==> config.mk <==
export PLATFORM = sky130hd
export DESIGN_NAME = irq_agg
export DESIGN_NICKNAME = d
export VERILOG_FILES = /design/src/rtl/irq_agg_pkg.sv /design/src/rtl/irq_w1c_reg.sv /design/src/rtl/irq_mask_reg.sv /design/src/rtl/irq_line.sv /design/src/rtl/irq_agg.sv
export SDC_FILE = /design/constraint.sdc
export NUM_CORES = 1
export LEC_CHECK = 0
export ABC_AREA = 1
export BUFFER_PORTS_ARGS = -buffer_cell sky130_fd_sc_hd__buf_4
export CORE_MARGIN = 4
export CORE_UTILIZATION = 54
export CTS_CLUSTER_DIAMETER = 40
export DETAILED_ROUTE_END_ITERATION = 16
export GPL_ROUTABILITY_DRIVEN = 0
export PLACE_DENSITY = 0.8
export SLEW_MARGIN = 40
export SYNTH_ARGS = -nofsm -noshare
export SYNTH_HDL_FRONTEND = slang
export SYNTH_SLANG_ARGS = --single-unit
==> constraint.sdc <==
create_clock -name clk -period 1.7 [get_ports clk]
set_input_delay 0.17 -clock clk [delete_from_list [all_inputs] [get_ports clk]]
set_output_delay 0.17 -clock clk [all_outputs]
set_load 0.02 [all_outputs]
==> src/rtl/irq_agg_pkg.sv <==
package irq_agg_pkg;
  localparam int ADDR_W  = 4;
  localparam int N_BUSERR = 3;
  localparam int N_SUM    = 8;

  // summary positions above the direct bits
  localparam int SUM_TXDONE = 0;
  localparam int SUM_TXFAIL = 1;
  localparam int SUM_URUN   = 2;
  localparam int SUM_HOST   = 3;
  localparam int SUM_BCN    = 4;
  localparam int SUM_RATEO  = 5;
  localparam int SUM_RATEU  = 6;
  localparam int SUM_TRIG   = 7;

  typedef enum logic [ADDR_W-1:0] {
    A_PRI_ST  = 4'd0,
    A_PRI_MSK = 4'd1,
    A_GLB_EN  = 4'd2,
    A_PEND    = 4'd3,
    A_SEC0    = 4'd4,
    A_SEC1    = 4'd5,
    A_SEC2    = 4'd6,
    A_SEC3    = 4'd7,
    A_SEC4    = 4'd8,
    A_SMSK0   = 4'd9,
    A_SMSK1   = 4'd10,
    A_SMSK2   = 4'd11,
    A_SMSK3   = 4'd12,
    A_SMSK4   = 4'd13,
    A_SMSK2_Q = 4'd14
  } reg_addr_e;
endpackage

==> src/rtl/irq_w1c_reg.sv <==
module irq_w1c_reg #(
  parameter int W = 8
) (
  input  logic         clk,
  input  logic         rst,
  input  logic [W-1:0] ev,
  input  logic [W-1:0] clr,
  output logic [W-1:0] st
);
  always_ff @(posedge clk) begin
    if (rst) st <= '0;
    else     st <= (st & ~clr) | ev;
  end

  AST_W1C_SET_WINS: assert property (@(posedge clk) disable iff (rst)
    (|ev) |=> ((st & $past(ev)) == $past(ev)));

  AST_W1C_KEEP: assert property (@(posedge clk) disable iff (rst)
    1'b1 |=> ((st & ($past(st) & ~$past(clr))) == ($past(st) & ~$past(clr))));
endmodule

==> src/rtl/irq_mask_reg.sv <==
module irq_mask_reg #(
  parameter int W = 8
) (
  input  logic         clk,
  input  logic         rst,
  input  logic [W-1:0] we,
  input  logic [W-1:0] d,
  output logic [W-1:0] q
);
  always_ff @(posedge clk) begin
    if (rst) q <= '0;
    else     q <= (q & ~we) | (d & we);
  end
endmodule

==> src/rtl/irq_line.sv <==
module irq_line #(
  parameter int PW = 12
) (
  input  logic          clk,
  input  logic          rst,
  input  logic          gen,
  input  logic [PW-1:0] prim,
  input  logic [PW-1:0] pmask,
  output logic          hit,
  output logic          irq
);
  assign hit = gen & (|(prim & pmask));

  always_ff @(posedge clk) begin
    if (rst) irq <= 1'b0;
    else     irq <= hit;
  end

  AST_GEN_GATES_IRQ: assert property (@(posedge clk) disable iff (rst)
    !gen |=> !irq);
endmodule

==> src/rtl/irq_agg.sv <==
module irq_agg
  import irq_agg_pkg::*;
#(
  parameter int NQ = 4,
  parameter int ND = 4,
  parameter int NB = 5,
  parameter int DW = 32
) (
  input  logic                 clk,
  input  logic                 rst,
  input  logic                 bus_wr,
  input  logic                 bus_rd,
  input  logic [ADDR_W-1:0]    bus_addr,
  input  logic [DW-1:0]        bus_wdata,
  output logic [DW-1:0]        bus_rdata,
  input  logic [ND-1:0]        ev_pri,
  input  logic [2*NQ-1:0]      ev_sec0,
  input  logic [2*NQ-1:0]      ev_sec1,
  input  logic [NQ+3+NB-1:0]   ev_sec2,
  input  logic [2*NQ-1:0]      ev_sec3,
  input  logic [NQ-1:0]        ev_sec4,
  output logic                 irq
);
  localparam int WQ2 = 2 * NQ;
  localparam int W2  = NQ + N_BUSERR + NB;
  localparam int PW  = ND + N_SUM;

  // write decode
  logic [ND-1:0]  clr_pri;
  logic [WQ2-1:0] clr0, clr1, clr3;
  logic [W2-1:0]  clr2;
  logic [NQ-1:0]  clr4;
  logic [PW-1:0]  we_pm;
  logic [WQ2-1:0] we_sm0, we_sm1, we_sm3;
  logic [W2-1:0]  we_sm2;
  logic [NQ-1:0]  we_sm4;
  logic           we_gen;

  always_comb begin
    clr_pri = '0; clr0 = '0; clr1 = '0; clr2 = '0; clr3 = '0; clr4 = '0;
    we_pm = '0; we_sm0 = '0; we_sm1 = '0; we_sm2 = '0; we_sm3 = '0; we_sm4 = '0;
    we_gen = 1'b0;
    if (bus_wr) begin
      case (bus_addr)
        A_PRI_ST:  clr_pri = bus_wdata[ND-1:0];
        A_PRI_MSK: we_pm   = '1;
        A_GLB_EN:  we_gen  = 1'b1;
        A_SEC0:    clr0    = bus_wdata[WQ2-1:0];
        A_SEC1:    clr1    = bus_wdata[WQ2-1:0];
        A_SEC2:    clr2    = bus_wdata[W2-1:0];
        A_SEC3:    clr3    = bus_wdata[WQ2-1:0];
        A_SEC4:    clr4    = bus_wdata[NQ-1:0];
        A_SMSK0:   we_sm0  = '1;
        A_SMSK1:   we_sm1  = '1;
        A_SMSK2:   we_sm2[W2-1:NQ] = '1;
        A_SMSK3:   we_sm3  = '1;
        A_SMSK4:   we_sm4  = '1;
        A_SMSK2_Q: we_sm2[NQ-1:0]  = '1;
        default: ;
      endcase
    end
  end

  // status words
  logic [ND-1:0]  pri_st;
  logic [WQ2-1:0] sst0, sst1, sst3;
  logic [W2-1:0]  sst2;
  logic [NQ-1:0]  sst4;

  irq_w1c_reg #(.W(ND))  u_st_pri (.clk(clk), .rst(rst), .ev(ev_pri),  .clr(clr_pri), .st(pri_st));
  irq_w1c_reg #(.W(WQ2)) u_st_s0  (.clk(clk), .rst(rst), .ev(ev_sec0), .clr(clr0),    .st(sst0));
  irq_w1c_reg #(.W(WQ2)) u_st_s1  (.clk(clk), .rst(rst), .ev(ev_sec1), .clr(clr1),    .st(sst1));
  irq_w1c_reg #(.W(W2))  u_st_s2  (.clk(clk), .rst(rst), .ev(ev_sec2), .clr(clr2),    .st(sst2));
  irq_w1c_reg #(.W(WQ2)) u_st_s3  (.clk(clk), .rst(rst), .ev(ev_sec3), .clr(clr3),    .st(sst3));
  irq_w1c_reg #(.W(NQ))  u_st_s4  (.clk(clk), .rst(rst), .ev(ev_sec4), .clr(clr4),    .st(sst4));

  // masks and enable
  logic [PW-1:0]  pmask;
  logic [WQ2-1:0] smk0, smk1, smk3;
  logic [W2-1:0]  smk2;
  logic [NQ-1:0]  smk4;
  logic           gen;

  irq_mask_reg #(.W(PW))  u_mk_pri (.clk(clk), .rst(rst), .we(we_pm),  .d(bus_wdata[PW-1:0]),  .q(pmask));
  irq_mask_reg #(.W(WQ2)) u_mk_s0  (.clk(clk), .rst(rst), .we(we_sm0), .d(bus_wdata[WQ2-1:0]), .q(smk0));
  irq_mask_reg #(.W(WQ2)) u_mk_s1  (.clk(clk), .rst(rst), .we(we_sm1), .d(bus_wdata[WQ2-1:0]), .q(smk1));
  irq_mask_reg #(.W(W2))  u_mk_s2  (.clk(clk), .rst(rst), .we(we_sm2), .d(bus_wdata[W2-1:0]),  .q(smk2));
  irq_mask_reg #(.W(WQ2)) u_mk_s3  (.clk(clk), .rst(rst), .we(we_sm3), .d(bus_wdata[WQ2-1:0]), .q(smk3));
  irq_mask_reg #(.W(NQ))  u_mk_s4  (.clk(clk), .rst(rst), .we(we_sm4), .d(bus_wdata[NQ-1:0]),  .q(smk4));
  irq_mask_reg #(.W(1))   u_mk_gen (.clk(clk), .rst(rst), .we(we_gen), .d(bus_wdata[0]),       .q(gen));

  // summary reduction
  logic [WQ2-1:0] m0, m1, m3;
  logic [W2-1:0]  m2;
  logic [NQ-1:0]  m4;
  logic [N_SUM-1:0] summ;
  logic [PW-1:0]  prim;

  always_comb begin
    m0 = sst0 & smk0;
    m1 = sst1 & smk1;
    m2 = sst2 & smk2;
    m3 = sst3 & smk3;
    m4 = sst4 & smk4;
    summ[SUM_TXDONE] = |m0;
    summ[SUM_TXFAIL] = |m1;
    summ[SUM_URUN]   = |m2[NQ-1:0];
    summ[SUM_HOST]   = |m2[NQ+N_BUSERR-1:NQ];
    summ[SUM_BCN]    = |m2[W2-1:NQ+N_BUSERR];
    summ[SUM_RATEO]  = |m3[NQ-1:0];
    summ[SUM_RATEU]  = |m3[WQ2-1:NQ];
    summ[SUM_TRIG]   = |m4;
    prim = {summ, pri_st};
  end

  logic hit;
  irq_line #(.PW(PW)) u_line (
    .clk(clk), .rst(rst), .gen(gen), .prim(prim), .pmask(pmask), .hit(hit), .irq(irq)
  );

  // read port
  logic [DW-1:0] rd_mux;
  always_comb begin
    rd_mux = '0;
    case (bus_addr)
      A_PRI_ST:  rd_mux[PW-1:0]  = prim;
      A_PRI_MSK: rd_mux[PW-1:0]  = pmask;
      A_GLB_EN:  rd_mux[0]       = gen;
      A_PEND:    rd_mux[0]       = hit;
      A_SEC0:    rd_mux[WQ2-1:0] = sst0;
      A_SEC1:    rd_mux[WQ2-1:0] = sst1;
      A_SEC2:    rd_mux[W2-1:0]  = sst2;
      A_SEC3:    rd_mux[WQ2-1:0] = sst3;
      A_SEC4:    rd_mux[NQ-1:0]  = sst4;
      A_SMSK0:   rd_mux[WQ2-1:0] = smk0;
      A_SMSK1:   rd_mux[WQ2-1:0] = smk1;
      A_SMSK2:   rd_mux[W2-1:0]  = smk2;
      A_SMSK3:   rd_mux[WQ2-1:0] = smk3;
      A_SMSK4:   rd_mux[NQ-1:0]  = smk4;
      default: ;
    endcase
  end

  always_ff @(posedge clk) begin
    if (rst)         bus_rdata <= '0;
    else if (bus_rd) bus_rdata <= rd_mux;
  end

  AST_SUM_STICKY: assert property (@(posedge clk) disable iff (rst)
    $fell(prim[ND+SUM_TXDONE]) |->
      $past(bus_wr && (bus_addr == A_SEC0 || bus_addr == A_SMSK0)));

  AST_SMSK2_SPLIT_HI: assert property (@(posedge clk) disable iff (rst)
    $past(bus_wr && bus_addr == A_SMSK2_Q) |-> $stable(smk2[W2-1:NQ]));

  AST_SMSK2_SPLIT_LO: assert property (@(posedge clk) disable iff (rst)
    $past(bus_wr && bus_addr == A_SMSK2) |-> $stable(smk2[NQ-1:0]));
endmodule

==> results.yml <==
outcome:
  status: "complete, no violations"
pwr:
  clkPwrFrac: 0.314
  power.switching_mw: 1.345
  total_power_mw: 4.947
  power.density_nw_per_um2: 797.5
  p_seq_frac: 0.560
  pwr-share-comb: 0.126
  max-vdd-ir-drop_v: 0.0004283
  p_int_mw: 3.601
  power.leakage_nw: 2.793
  swShare: 0.2720
logic_synthesis:
  syn_area_um2: 5205
  ys_types: 26
  synth_warnings: 0
  ys_seq_area_frac: 0.4231
  syn_avg_cell_area_um2: 6.760
  synthCells: 770
  ys_ff_latch: 110
critical_path:
  crit_type: "reg2reg"
  reg2reg_depth: 12
  r2r_end: "bus_rdata[0]"
  crit_fanout: 3
  path_cells: "nand2_1 > nand2_1 > nor2_1 > nand2_1 > nand2_1 > nand2_1 > nor2_1 > nand2_1 > nand2_1 > nand2_1 > nand2_1 > a21oi_1"
  cp_slowest_cell: "dfxtp_1"
  cp-start-kind: "flip-flop"
  r2r-start: "u_st_s0.st[2]"
  cp.buffers_inverters: 0
  cp_top_family: "simple AND/OR/NAND/NOR gates"
  required_ns: 1.96
  rrSetupSlack_ns: 0.19
  critPathArrivalTime_ns: 1.77
  slowest_delay_ns: 0.33
  cp_common_cell: "nand2_1"
  startpoint: "u_st_s0.st[2]"
  end_kind: "flip-flop"
timing:
  hold_viol: 0
  clock_skew_ns: 0.006117
  fin_crit_ns: 1.515
  fin_tns_setup_ns: 0
  min_period_over_period: 0.8911
  max_freq_mhz: 660.1
  setup_viol: 0
  setup_slack_ns: 0.1851
  rsz0062_at_grt: "no"
  drv_slew: 0
placed_design:
  dpl.hpwl_um: 11670
  port_buffers: 76
  preCtsSetupSlack_ns: 0.04645
  place_inst: 981
detailed_routing:
  drtPass1Iterations: 5
  vias: 5526
  via_per_inst: 5.543
  drt_iter0_markers: 621
  drc: 0
  antenna_left: 0
  finalWirelength_um: 15700
  routedWlPerCell_um: 15.75
hold_path:
  worstHoldPathType: "in2reg"
  hold_path.startpoint: "ev_sec1[1]"
  hold_depth: 3
  worstHoldEndpoint: "u_st_s1.st[1]"
global_routing:
  grt.total_usage: 0.2753
  grt_max_degree: 41
  gr-usage-met2: 0.4425
  grt_pass1_vias: 5192
  grt_overflow: 0
  use_met3: 0.05586
  top_usage_layer: "met2"
  grt_util_met1: 0.3619
  antenna_found_initial: 0
  grt_pass1_wl_um: 24790
die:
  dieArea_um2: 11270
  core_um2: 9328
  boundaryPins: 117
  die_w_um: 106.2
  rows: 35
  floorplan.initialDensity: 0.5580
  die_h_um: 106.2
clock_network:
  cts_resized: 0
  ctsHoldBuffers: 0
  clk_path_buf_depth: 2
  clock_latency_ns: 0.38
  post-cts-setup-buffers: 0
  numCtsBuffers: 9
  clk_pin_slew_ns: 0.10
  clock_sinks: 110
  cts_max_level: 3
  cts_root_buf: "clkbuf_8"
  cts_tree: "built"
finish:
  area_growth_pct: 19.16
  insertedDiodeCount: 0
  layout.cells.non_filler: 997
  finish.utilization: 0.6649
  drive_gt1_frac: 0.1555
  nets: 947
job:
  cap_violations: 0
==> stage by stage <==
step                      area (µm²)  hold slack, ns
after floorplan                 5276          0.3040
after global placement          6012          0.4191
after detailed placement        6012          0.4227
after CTS                       6202         0.01956
after global routing            6202         0.02080
final                           6202         0.02586
==> power by group through the flow <==
stage	Combinational, mW	Sequential, mW	Clock, mW
2_1_floorplan	0.361	2.80	0
3_3_place_gp	0.590	2.82	0
3_5_place_dp	0.607	2.82	0
4_1_cts	0.610	2.76	1.56
5_1_grt	0.682	2.78	1.66
6_report	0.624	2.77	1.55
==> layer usage <==
metal / vias to the layer above / wire [µm]
met5: - / 0
met4: 0 / 419
met3: 54 / 1709
li1: 2648 / -
met2: 358 / 7231
met1: 2466 / 6337
==> worst register-to-register path, delay by kind of cell (launching register included) <==
| kind | cells | cell delay, ns |
|---|---|---|
| compound gates | 1 | 0.06 |
| flops | 1 | 0.33 |
| simple gates | 11 | 1.01 |
==> cells in the mapped netlist <==
cell / count / share of area
o211a_1: 1 / 0.0019
o21ai_0: 105 / 0.10
nor2_2: 1 / 0.0012
nand4_1: 6 / 0.0072
nand3_1: 38 / 0.037
o211ai_1: 2 / 0.0029
dfxtp_1: 110 / 0.42
nor2_4: 2 / 0.0043
nor3_1: 5 / 0.0048
clkbuf_1: 19 / 0.014
o22ai_1: 6 / 0.0072
a211oi_1: 5 / 0.0072
buf_2: 7 / 0.0067
and3_1: 1 / 0.0012
clkinv_1: 1 / 0.00072
nand2_2: 2 / 0.0024
inv_2: 3 / 0.0022
o2111ai_1: 3 / 0.0050
nand2_1: 184 / 0.13
buf_4: 23 / 0.033
inv_1: 99 / 0.071
a22o_1: 1 / 0.0017
a21oi_1: 108 / 0.10
nor2_1: 36 / 0.026
conb_1: 1 / 0.00072
or2_1: 1 / 0.0012
==> worst max-delay path by stage <==
| stage | end | depth (start not counted) |
|---|---|---|
| 5_1_grt | bus_rdata[0] | 12 |
| 4_1_cts | bus_rdata[0] | 12 |
| 6_report | bus_rdata[0] | 12 |
| 3_5_place_dp | bus_rdata[3] | 10 |
| 2_1_floorplan | bus_rdata[0] | 12 |
| 3_3_place_gp | bus_rdata[2] | 9 |
==> cells in the final DEF, fill, tap and decap left out, drive strengths merged <==
master and count:
buf 112, o211a 1, and3 1, nand4 6, conb 20, inv 102, nand2 186, o22ai 6
dfxtp 110, o211ai 2, clkinvlp 3, nand3 38, nor2 39, bufinv 1, clkbuf 10, or2 1
o2111ai 3, a22o 1, a211oi 5, o21ai 105, nor3 5, clkinv 3, a21oi 108
==> kinds of logic (layout without fill, tap and decap cells) <==
| logic type | after synthesis | in the layout | synth area share |
|---|---|---|---|
| AND/OR/NAND/NOR | 276 | 276 | 0.2175 |
| AO/OA/AOI/OAI | 231 | 231 | 0.2308 |
| buffers and inverters | 152 | 231 | 0.1279 |
| flip-flops | 110 | 110 | 0.4231 |
| other | 1 | 20 | 0.0007205 |
==> area by class of cell <==
type / instances / area [µm²]
flip-flops and latches: 110 / 2202
multi-input cells: 527 / 2409
well taps: 129 / 161.4
inverters: 103 / 386.6
repair buffers: 112 / 853.3
fillers: 824 / 3126
clock inverters: 6 / 62.56
clock buffers: 10 / 127.6
Note: power is estimated with default switching activity, not from simulation.
